===== src/rtl/rq_pkg.sv =====
package rq_pkg;
  localparam int HDR_W  = 64;
  localparam int DATA_W = 32;
  localparam int ADDR_W = 32;
  localparam int ID_W   = 10;
  localparam int PAGE_W = 22;

  localparam logic [4:0] OP_XLATE = 5'b11100;
  localparam logic [4:0] OP_RD    = 5'b10000;
  localparam logic [4:0] OP_WR    = 5'b10010;
  localparam logic [4:0] OP_BWR   = 5'b10100;

  typedef enum logic [2:0] {
    CMD_XLATE = 3'd0,
    CMD_RD    = 3'd1,
    CMD_WR    = 3'd2,
    CMD_BWR   = 3'd3
  } rq_cmd_e;

  typedef struct packed {
    logic              acc_err;
    rq_cmd_e           cmd;
    logic [ID_W-1:0]   rqid;
    logic [ADDR_W-1:0] addr;
    logic [DATA_W-1:0] data;
  } rq_rec_t;

  localparam int REC_W = $bits(rq_rec_t);
endpackage


===== src/rtl/rq_subset_match.sv =====
module rq_subset_match #(
  parameter int W = 22
) (
  input  logic [W-1:0] page,
  input  logic [W-1:0] mask,
  input  logic [W-1:0] pat,
  output logic         hit
);
  assign hit = ((page ^ pat) & mask) == '0;
endmodule


===== src/rtl/rq_decode.sv =====
module rq_decode
  import rq_pkg::*;
#(
  parameter logic [3:0] UNIT_TYPE = 4'd5
) (
  input  logic [HDR_W-1:0]  hdr,
  input  logic [DATA_W-1:0] data,
  input  logic [ID_W-1:0]   dev_id,
  input  logic [PAGE_W-1:0] sub_mask,
  input  logic [PAGE_W-1:0] sub_pat,
  output logic              accept,
  output rq_rec_t           rec
);
  logic [4:0]        op;
  logic              user_mode;
  logic [ADDR_W-1:0] addr;
  logic is_x, is_rd, is_wr, is_bw;
  logic type_ok, num_ok, reg_op, hit_x, hit_io, io_pass;

  assign op        = hdr[63:59];
  assign user_mode = hdr[58];
  assign addr      = hdr[ADDR_W-1:0];

  assign is_x  = (op == OP_XLATE);
  assign is_rd = (op == OP_RD);
  assign is_wr = (op == OP_WR);
  assign is_bw = (op == OP_BWR);

  assign type_ok = (addr[31:28] == UNIT_TYPE);
  assign num_ok  = (addr[27:24] == dev_id[3:0]);
  assign reg_op  = addr[23];

  rq_subset_match #(.W(PAGE_W)) u_xlate_filt (
    .page(addr[ADDR_W-1:ADDR_W-PAGE_W]), .mask(sub_mask), .pat(sub_pat), .hit(hit_x)
  );
  rq_subset_match #(.W(PAGE_W)) u_io_filt (
    .page(addr[PAGE_W-1:0]), .mask(sub_mask), .pat(sub_pat), .hit(hit_io)
  );

  assign io_pass = reg_op | hit_io;

  assign accept = (is_x & hit_x)
                | ((is_rd | is_wr) & type_ok & num_ok & io_pass)
                | (is_bw & type_ok & io_pass);

  always_comb begin
    rec.acc_err = (is_wr | is_bw) & user_mode;
    rec.rqid    = hdr[56:47];
    rec.addr    = addr;
    rec.data    = data;
    unique case (1'b1)
      is_rd:   rec.cmd = CMD_RD;
      is_wr:   rec.cmd = CMD_WR;
      is_bw:   rec.cmd = CMD_BWR;
      default: rec.cmd = CMD_XLATE;
    endcase
  end
endmodule


===== src/rtl/rq_fifo.sv =====
module rq_fifo #(
  parameter int WIDTH = 78,
  parameter int DEPTH = 16
) (
  input  logic             clk,
  input  logic             rst_n,
  input  logic             push,
  input  logic [WIDTH-1:0] wdata,
  input  logic             pop,
  output logic [WIDTH-1:0] rdata,
  output logic             empty,
  output logic             full
);
  localparam int AW = $clog2(DEPTH);

  logic [WIDTH-1:0] mem [DEPTH];
  logic [AW:0]      wr_p, rd_p;
  logic             do_push, do_pop;

  assign empty   = (wr_p == rd_p);
  assign full    = (wr_p[AW] != rd_p[AW]) && (wr_p[AW-1:0] == rd_p[AW-1:0]);
  assign do_push = push & ~full;
  assign do_pop  = pop & ~empty;
  assign rdata   = mem[rd_p[AW-1:0]];

  always_ff @(posedge clk) begin
    if (!rst_n) begin
      wr_p <= '0;
      rd_p <= '0;
    end else begin
      if (do_push) wr_p <= wr_p + 1'b1;
      if (do_pop)  rd_p <= rd_p + 1'b1;
    end
  end

  always_ff @(posedge clk) begin
    if (do_push) mem[wr_p[AW-1:0]] <= wdata;
  end
endmodule


===== src/rtl/rq_header_queue.sv =====
module rq_header_queue
  import rq_pkg::*;
#(
  parameter int         DEPTH     = 16,
  parameter logic [3:0] UNIT_TYPE = 4'd5
) (
  input  logic              clk,
  input  logic              rst_n,
  input  logic              in_valid,
  output logic              in_ready,
  input  logic [HDR_W-1:0]  in_hdr,
  input  logic [DATA_W-1:0] in_data,
  input  logic [ID_W-1:0]   dev_id,
  input  logic [PAGE_W-1:0] sub_mask,
  input  logic [PAGE_W-1:0] sub_pat,
  output logic              out_valid,
  input  logic              out_ready,
  output logic [REC_W-1:0]  out_rec,
  output logic              full
);
  logic    accept, empty, push;
  rq_rec_t rec;

  rq_decode #(.UNIT_TYPE(UNIT_TYPE)) u_dec (
    .hdr(in_hdr), .data(in_data), .dev_id(dev_id),
    .sub_mask(sub_mask), .sub_pat(sub_pat),
    .accept(accept), .rec(rec)
  );

  assign in_ready  = ~(accept & full);
  assign push      = in_valid & accept;
  assign out_valid = ~empty;

  rq_fifo #(.WIDTH(REC_W), .DEPTH(DEPTH)) u_q (
    .clk(clk), .rst_n(rst_n),
    .push(push), .wdata(rec),
    .pop(out_ready), .rdata(out_rec),
    .empty(empty), .full(full)
  );
endmodule


===== config.mk =====
export PLATFORM = sky130hd
export DESIGN_NAME = rq_header_queue
export DESIGN_NICKNAME = d
export VERILOG_FILES = /design/src/rtl/rq_pkg.sv /design/src/rtl/rq_subset_match.sv /design/src/rtl/rq_decode.sv /design/src/rtl/rq_fifo.sv /design/src/rtl/rq_header_queue.sv
export SDC_FILE = /design/constraint.sdc
export NUM_CORES = 1
export LEC_CHECK = 0
export CORE_ASPECT_RATIO = 2
export CORE_MARGIN = 2
export CORE_UTILIZATION = 40
export DETAILED_ROUTE_END_ITERATION = 8
export MAX_ROUTING_LAYER = met4
export RECOVER_POWER = 50
export SLEW_MARGIN = 10
export SYNTH_ARGS = -nofsm -noshare
export SYNTH_HDL_FRONTEND = slang
export SYNTH_SLANG_ARGS = --single-unit

===== constraint.sdc =====
create_clock -name clk -period 35.8 [get_ports clk]
set_clock_uncertainty 0.1 [all_clocks]
set_input_delay 7.16 -clock clk [delete_from_list [all_inputs] [get_ports clk]]
set_output_delay 7.16 -clock clk [all_outputs]
set_load 0.03 [all_outputs]

# Yosys cells after proc, flatten, opt, wreduce, memory -nomap -nowiden
# Memories as Yosys holds them, arrays and structs flattened. A register that Yosys moved wholly into a read port is not among the register bits.
# Cells that the tools add are included.
# totals
ff_bits	10
ramBits	1232
in_bits	154
out_inout_bits	81
word_cells	45
n_memories	1
# op_classes
addsub	2
n_eq_ne	9
mux	5
bitwise_logic	23
reduce_logical	3
# mem_list
memory	words	width	rd	rd_clocked_by_memory_dff	wr	line	rtl
u_q.mem	16	77	1	1	1	rq_fifo.sv:16	logic [WIDTH-1:0] mem [DEPTH];
# ops
op	count
$and A22 B22 Y22	2
$logic_not A22 Y1	2
$xor A22 B22 Y22	2
$eq A5 B5 Y1 const B	4
$and A1 B1 Y1	11
$add A5 B1 Y5 const B	2
$eq A4 B4 Y1	2
$mux W4	2
$pmux W2 S3	1
$eq A5 B5 Y1	1
$or A1 B1 Y1	5
$eq A4 B3 Y1 const B	1
$not A1 Y1	3
$mux W1	2
$logic_and A1 B1 Y1	1
$ne A1 B1 Y1	1

# Logic depth before layout (Yosys ltp)
# logic_depth
word_depth	11
ltp_mapped	8
ltp_nobuf	6

# Modules after synthesis
# Synthesis repeated with hierarchy kept, for this count alone.
# hier_totals
hier_cells	2005
hier_area_um2	49050.8
# modules_own_cells
mod	instances	cells_each	area_each_um2	seq_area_each_um2
rq_fifo	1	1834	47738.3	37756.2
rq_decode	1	94	693.2	0.0
rq_subset_match	2	37	302.8	0.0
rq_header_queue	1	3	13.8	0.0

# Worst setup path before layout
# Ideal clock, no wire load.
# synth_path
path_type	input to register
from	input in_hdr[59]
to	memory u_q.mem[2][0] (netlist bit), enable pin
arrival_ns	15.968
required_ns	34.998
slack_ns	19.030
cell_stages	7
cell_sequence	or3b_4 -> or4_4 -> o21ai_4 -> and2_1 -> a22oi_1 -> buf_2 -> nor4_1
# synth_via
elab_chain_cells	11
word_cells_on_any_way	17
# synth_rtl
element	line	rtl
from (decl)	rq_header_queue.sv:11	input logic [HDR_W-1:0] in_hdr,
$eq A5 B5 Y1, on equally long branches	rq_decode.sv:25, rq_decode.sv:26	
$or A1 B1 Y1	rq_decode.sv:43	| ((is_rd | is_wr) & type_ok & num_ok & io_pass)
$and A1 B1 Y1 (3 in series)	rq_decode.sv:43	
$or A1 B1 Y1	rq_decode.sv:43	
$or A1 B1 Y1 *	rq_decode.sv:44	| (is_bw & type_ok & io_pass);
$and A1 B1 Y1 *	rq_header_queue.sv:31	assign push = in_valid & accept;
$and A1 B1 Y1 *	rq_fifo.sv:22	assign do_push = push & ~full;
$mux W1 *	rq_fifo.sv:37	if (do_push) mem[wr_p[AW-1:0]] <= wdata;
$mux W1 (implied by the code) *	rq_fifo.sv:37	
to (decl)	rq_fifo.sv:16	
# Every way passes the cells marked *; elsewhere a longest branch is shown, timed or not.

# Worst setup path in the final report
# layout_path
from	input in_hdr[25]
to	output in_ready
# layout_via
elab_chain_cells	8
word_cells_on_any_way	11
# layout_rtl
element	line	rtl
$xor A22 B22 Y22	rq_subset_match.sv:9	assign hit = ((page ^ pat) & mask) == '0;
$and A22 B22 Y22	rq_subset_match.sv:9	
$logic_not A22 Y1	rq_subset_match.sv:9	
$and A1 B1 Y1	rq_decode.sv:42	assign accept = (is_x & hit_x)
$or A1 B1 Y1 *	rq_decode.sv:43	
$or A1 B1 Y1 *	rq_decode.sv:44	
$and A1 B1 Y1 *	rq_header_queue.sv:30	assign in_ready = ~(accept & full);
$not A1 Y1 *	rq_header_queue.sv:30	
to (decl)	rq_header_queue.sv:10	output logic in_ready,
# Marks and branches as above.

==> results.py <==
metrics = {
    "power": {
        "peakVddDrop_mv": 0.0443,
        "leakagePower_nw": 16.5,
        "p_per_area_nw_per_um2": 55.6,
    },
    "yosys": {
        "ys.flop_type": "edfxtp_1",
        "synth-edff-count": 1232,
        "synth_seq_cells": 1246,
        "yosys.area.top_type_share_pct": 77.4,
        "syn-mean-instance-area_um2": 24.8,
        "async_flop_share_pct": 0,
        "yosysWarnings": 0,
        "ys_top_cells_by_area": "edfxtp_1, mux4_2, xor2_1, dfxtp_1, clkbuf_1",
        "syn_area_um2": 47800,
        "synth_cell_type_count": 51,
        "netlist.top_cell.by_area": "edfxtp_1",
        "synthTopCellsByCount": "edfxtp_1, mux4_2, clkbuf_1",
        "yosysMostFrequentCell": "edfxtp_1",
        "syn_inst": 1927,
        "yosysSeqAreaShare_pct": 78.0,
        "syn_nets": 2086,
    },
    "floorplanning": {
        "start_util_pct": 40.3,
        "die_x_um": 248,
        "dieArea_um2": 122000,
        "num_rows": 179,
        "io_pins": 235,
        "core_um2": 119000,
        "die_height_um": 493,
    },
    "global_routing": {
        "grt_pass1_wl_um": 162000,
        "grt_max_degree": 103,
        "grt_overflow": 0,
        "grt_pass1_vias": 23600,
        "antenna_found_initial": 12,
        "grt_use_total_pct": 19.0,
    },
    "clock_tree": {
        "cts_sinks": 1246,
        "postCtsSetupBuffers": 0,
        "cts_tree": "done",
        "cts_max_level": 3,
        "cts_resized": 0,
        "path_clk_slew_ps": 60,
        "cts_buffer_depth": 3,
        "clock_latency_ps": 720,
        "cts_root_buffer": "clkbuf_16",
        "cts_buffers": 107,
        "cts-hold-fix-buffers": 0,
    },
    "placement": {
        "dp_hpwl_um": 60200,
        "gp_congestion": 0.900,
        "io_buffers": 211,
    },
    "sta": {
        "drv_slew": 45,
        "rsz0062_at_grt": "false",
        "whs_ps": 494,
        "fin_crit_ps": 18420,
        "slew_headroom_pct": -37.8,
        "fmax_mhz": 54.3,
        "setup_viol": 0,
        "worst_slew_pin_slew_ps": 2070,
        "fin_crit_sh_pct": 51.4,
        "tns_ps": 0,
        "hold_viol_final": 0,
    },
    "hold_path": {
        "min_path_type": "flip-flop to flip-flop",
    },
    "final_layout": {
        "nets": 2368,
        "final_layout_size_suffix_gt1_share_pct": 26.3,
        "area_growth_pct": 15.8,
        "filler_cell_count": 9788,
    },
    "setup_path": {
        "worstPathRequired_ps": 28540,
        "arrival_ps": 11160,
        "critPathKind": "input port to output pin",
        "cp-start-kind": "input port",
        "critPathMaxFanout": 18,
        "cp-end-kind": "output pin",
    },
    "outcome": {
        "violations": "max-capacitance violations, max-slew violations",
        "status": "complete, but fails checks",
    },
    "drt": {
        "drt_iter0_drc": 1728,
        "detail-route-antenna-nets": 0,
        "wl_per_cell_um": 29.3,
        "drc": 0,
        "num_vias": 21700,
        "vias_per_cell": 5.65,
        "dr.pass1.iters": 5,
        "wl_um": 112000,
    },
    "run": {
        "cap_violations": 2,
    },
}
[registers in the layout (all words and copies together), names as in the netlist, named ones only]
register  count
u_q.rd_p      5
u_q.wr_p      5
u_q.mem    1232
[cells by family after synthesis]
kind of cell / share of synthesized area [%]
AO/OA/AOI/OAI: 0.791
adder cells (fa/ha/maj): 0.131
flip-flops: 78.0
AND/OR/NAND/NOR: 1.01
other: 0.00785
buffers and inverters: 0.812
XOR/XNOR: 1.08
multiplexers: 18.2
[power breakdown]
part	internal [mW]	switching [mW]
logic	0.173	0.164
clock network	0.605	0.523
registers	1.60	0.00847
[final cells by class]
class	count	area (µm²)	area share, %
Clock inverter	67	578	1.04
Multi-Input combinational cell	581	10200	18.4
Clock buffer	128	2800	5.06
Timing Repair Buffer	265	2520	4.55
Antenna cell	6	15.0	0.0271
Inverter	8	30.0	0.0543
Sequential cell	1246	37300	67.4
Tap cell	1538	1920	3.48
[critical path: stages]
cell,delay (ps)
dlygate4sd3_1,520
clkbuf_1,760
xor2_1,130
or4_2,550
o21ai_0,740
a21oi_1,420
nand2b_1,260
clkdlybuf4s50_1,630
[routing by layer]
| metal | track usage (%) | part of all wire [%] | wire length, µm | vias up |
|---|---|---|---|---|
| met2 | 32.9 | 53 | 60100 | 694 |
| li1 | - | - | - | 8969 |
| met4 | 6.02 | 2.7 | 3020 | 0 |
| met5 | - | 0 | 0 | - |
| met3 | 2.52 | 4.5 | 5040 | 196 |
| met1 | 23.1 | 39 | 44300 | 11800 |
[cells in the final DEF (no fill, tap or decap), drive strengths merged, types with 2 or more instances in the layout]
cell type and count:
o21ai 3, nand3 7, nand2 12, or3b 4, ha 5, clkbuf 135
clkinv 47, dfxtp 14, nand2b 3, o2111ai 3, mux4 385, a2111oi 2
nor2 8, buf 47, nand4 9, clkdlybuf4s50 134, and2 4, xor2 53
nor4 6, and4 3, clkinvlp 9, nand3b 3, diode 6, edfxtp 1232
bufinv 6, dlygate4sd3 77, a21oi 2, xnor2 6, nor3 15, or4 2
a22oi 27, inv 13
[metrics by stage]
stage          utilization (%)  worst slack, ps  instance area, µm²  power [mW]  cells
2_1_floorplan                -            19030               47800        1.87   1927
3_3_place_gp              43.8            18030               52000        1.99   3638
3_5_place_dp              43.8            18030               52000        1.99   3638
4_1_cts                   46.7            18020               55400        3.12   3833
5_1_grt                   46.6            17150               55300        3.18   3837
6_report                  46.6            17380               55300        3.08   3839
[final timing paths]
path                    start             end  slack, ps  depth (start not counted)
setup / recovery   in_hdr[25]        in_ready      17380                          8
hold / removal    u_q.rd_p[3]       flip-flop        490                          2
setup reg to reg  u_q.wr_p[3]  u_q.mem[5][48]      31550                          9
hold reg to reg   u_q.rd_p[3]       flip-flop        490                          2
(Power assumes the default switching activity.)
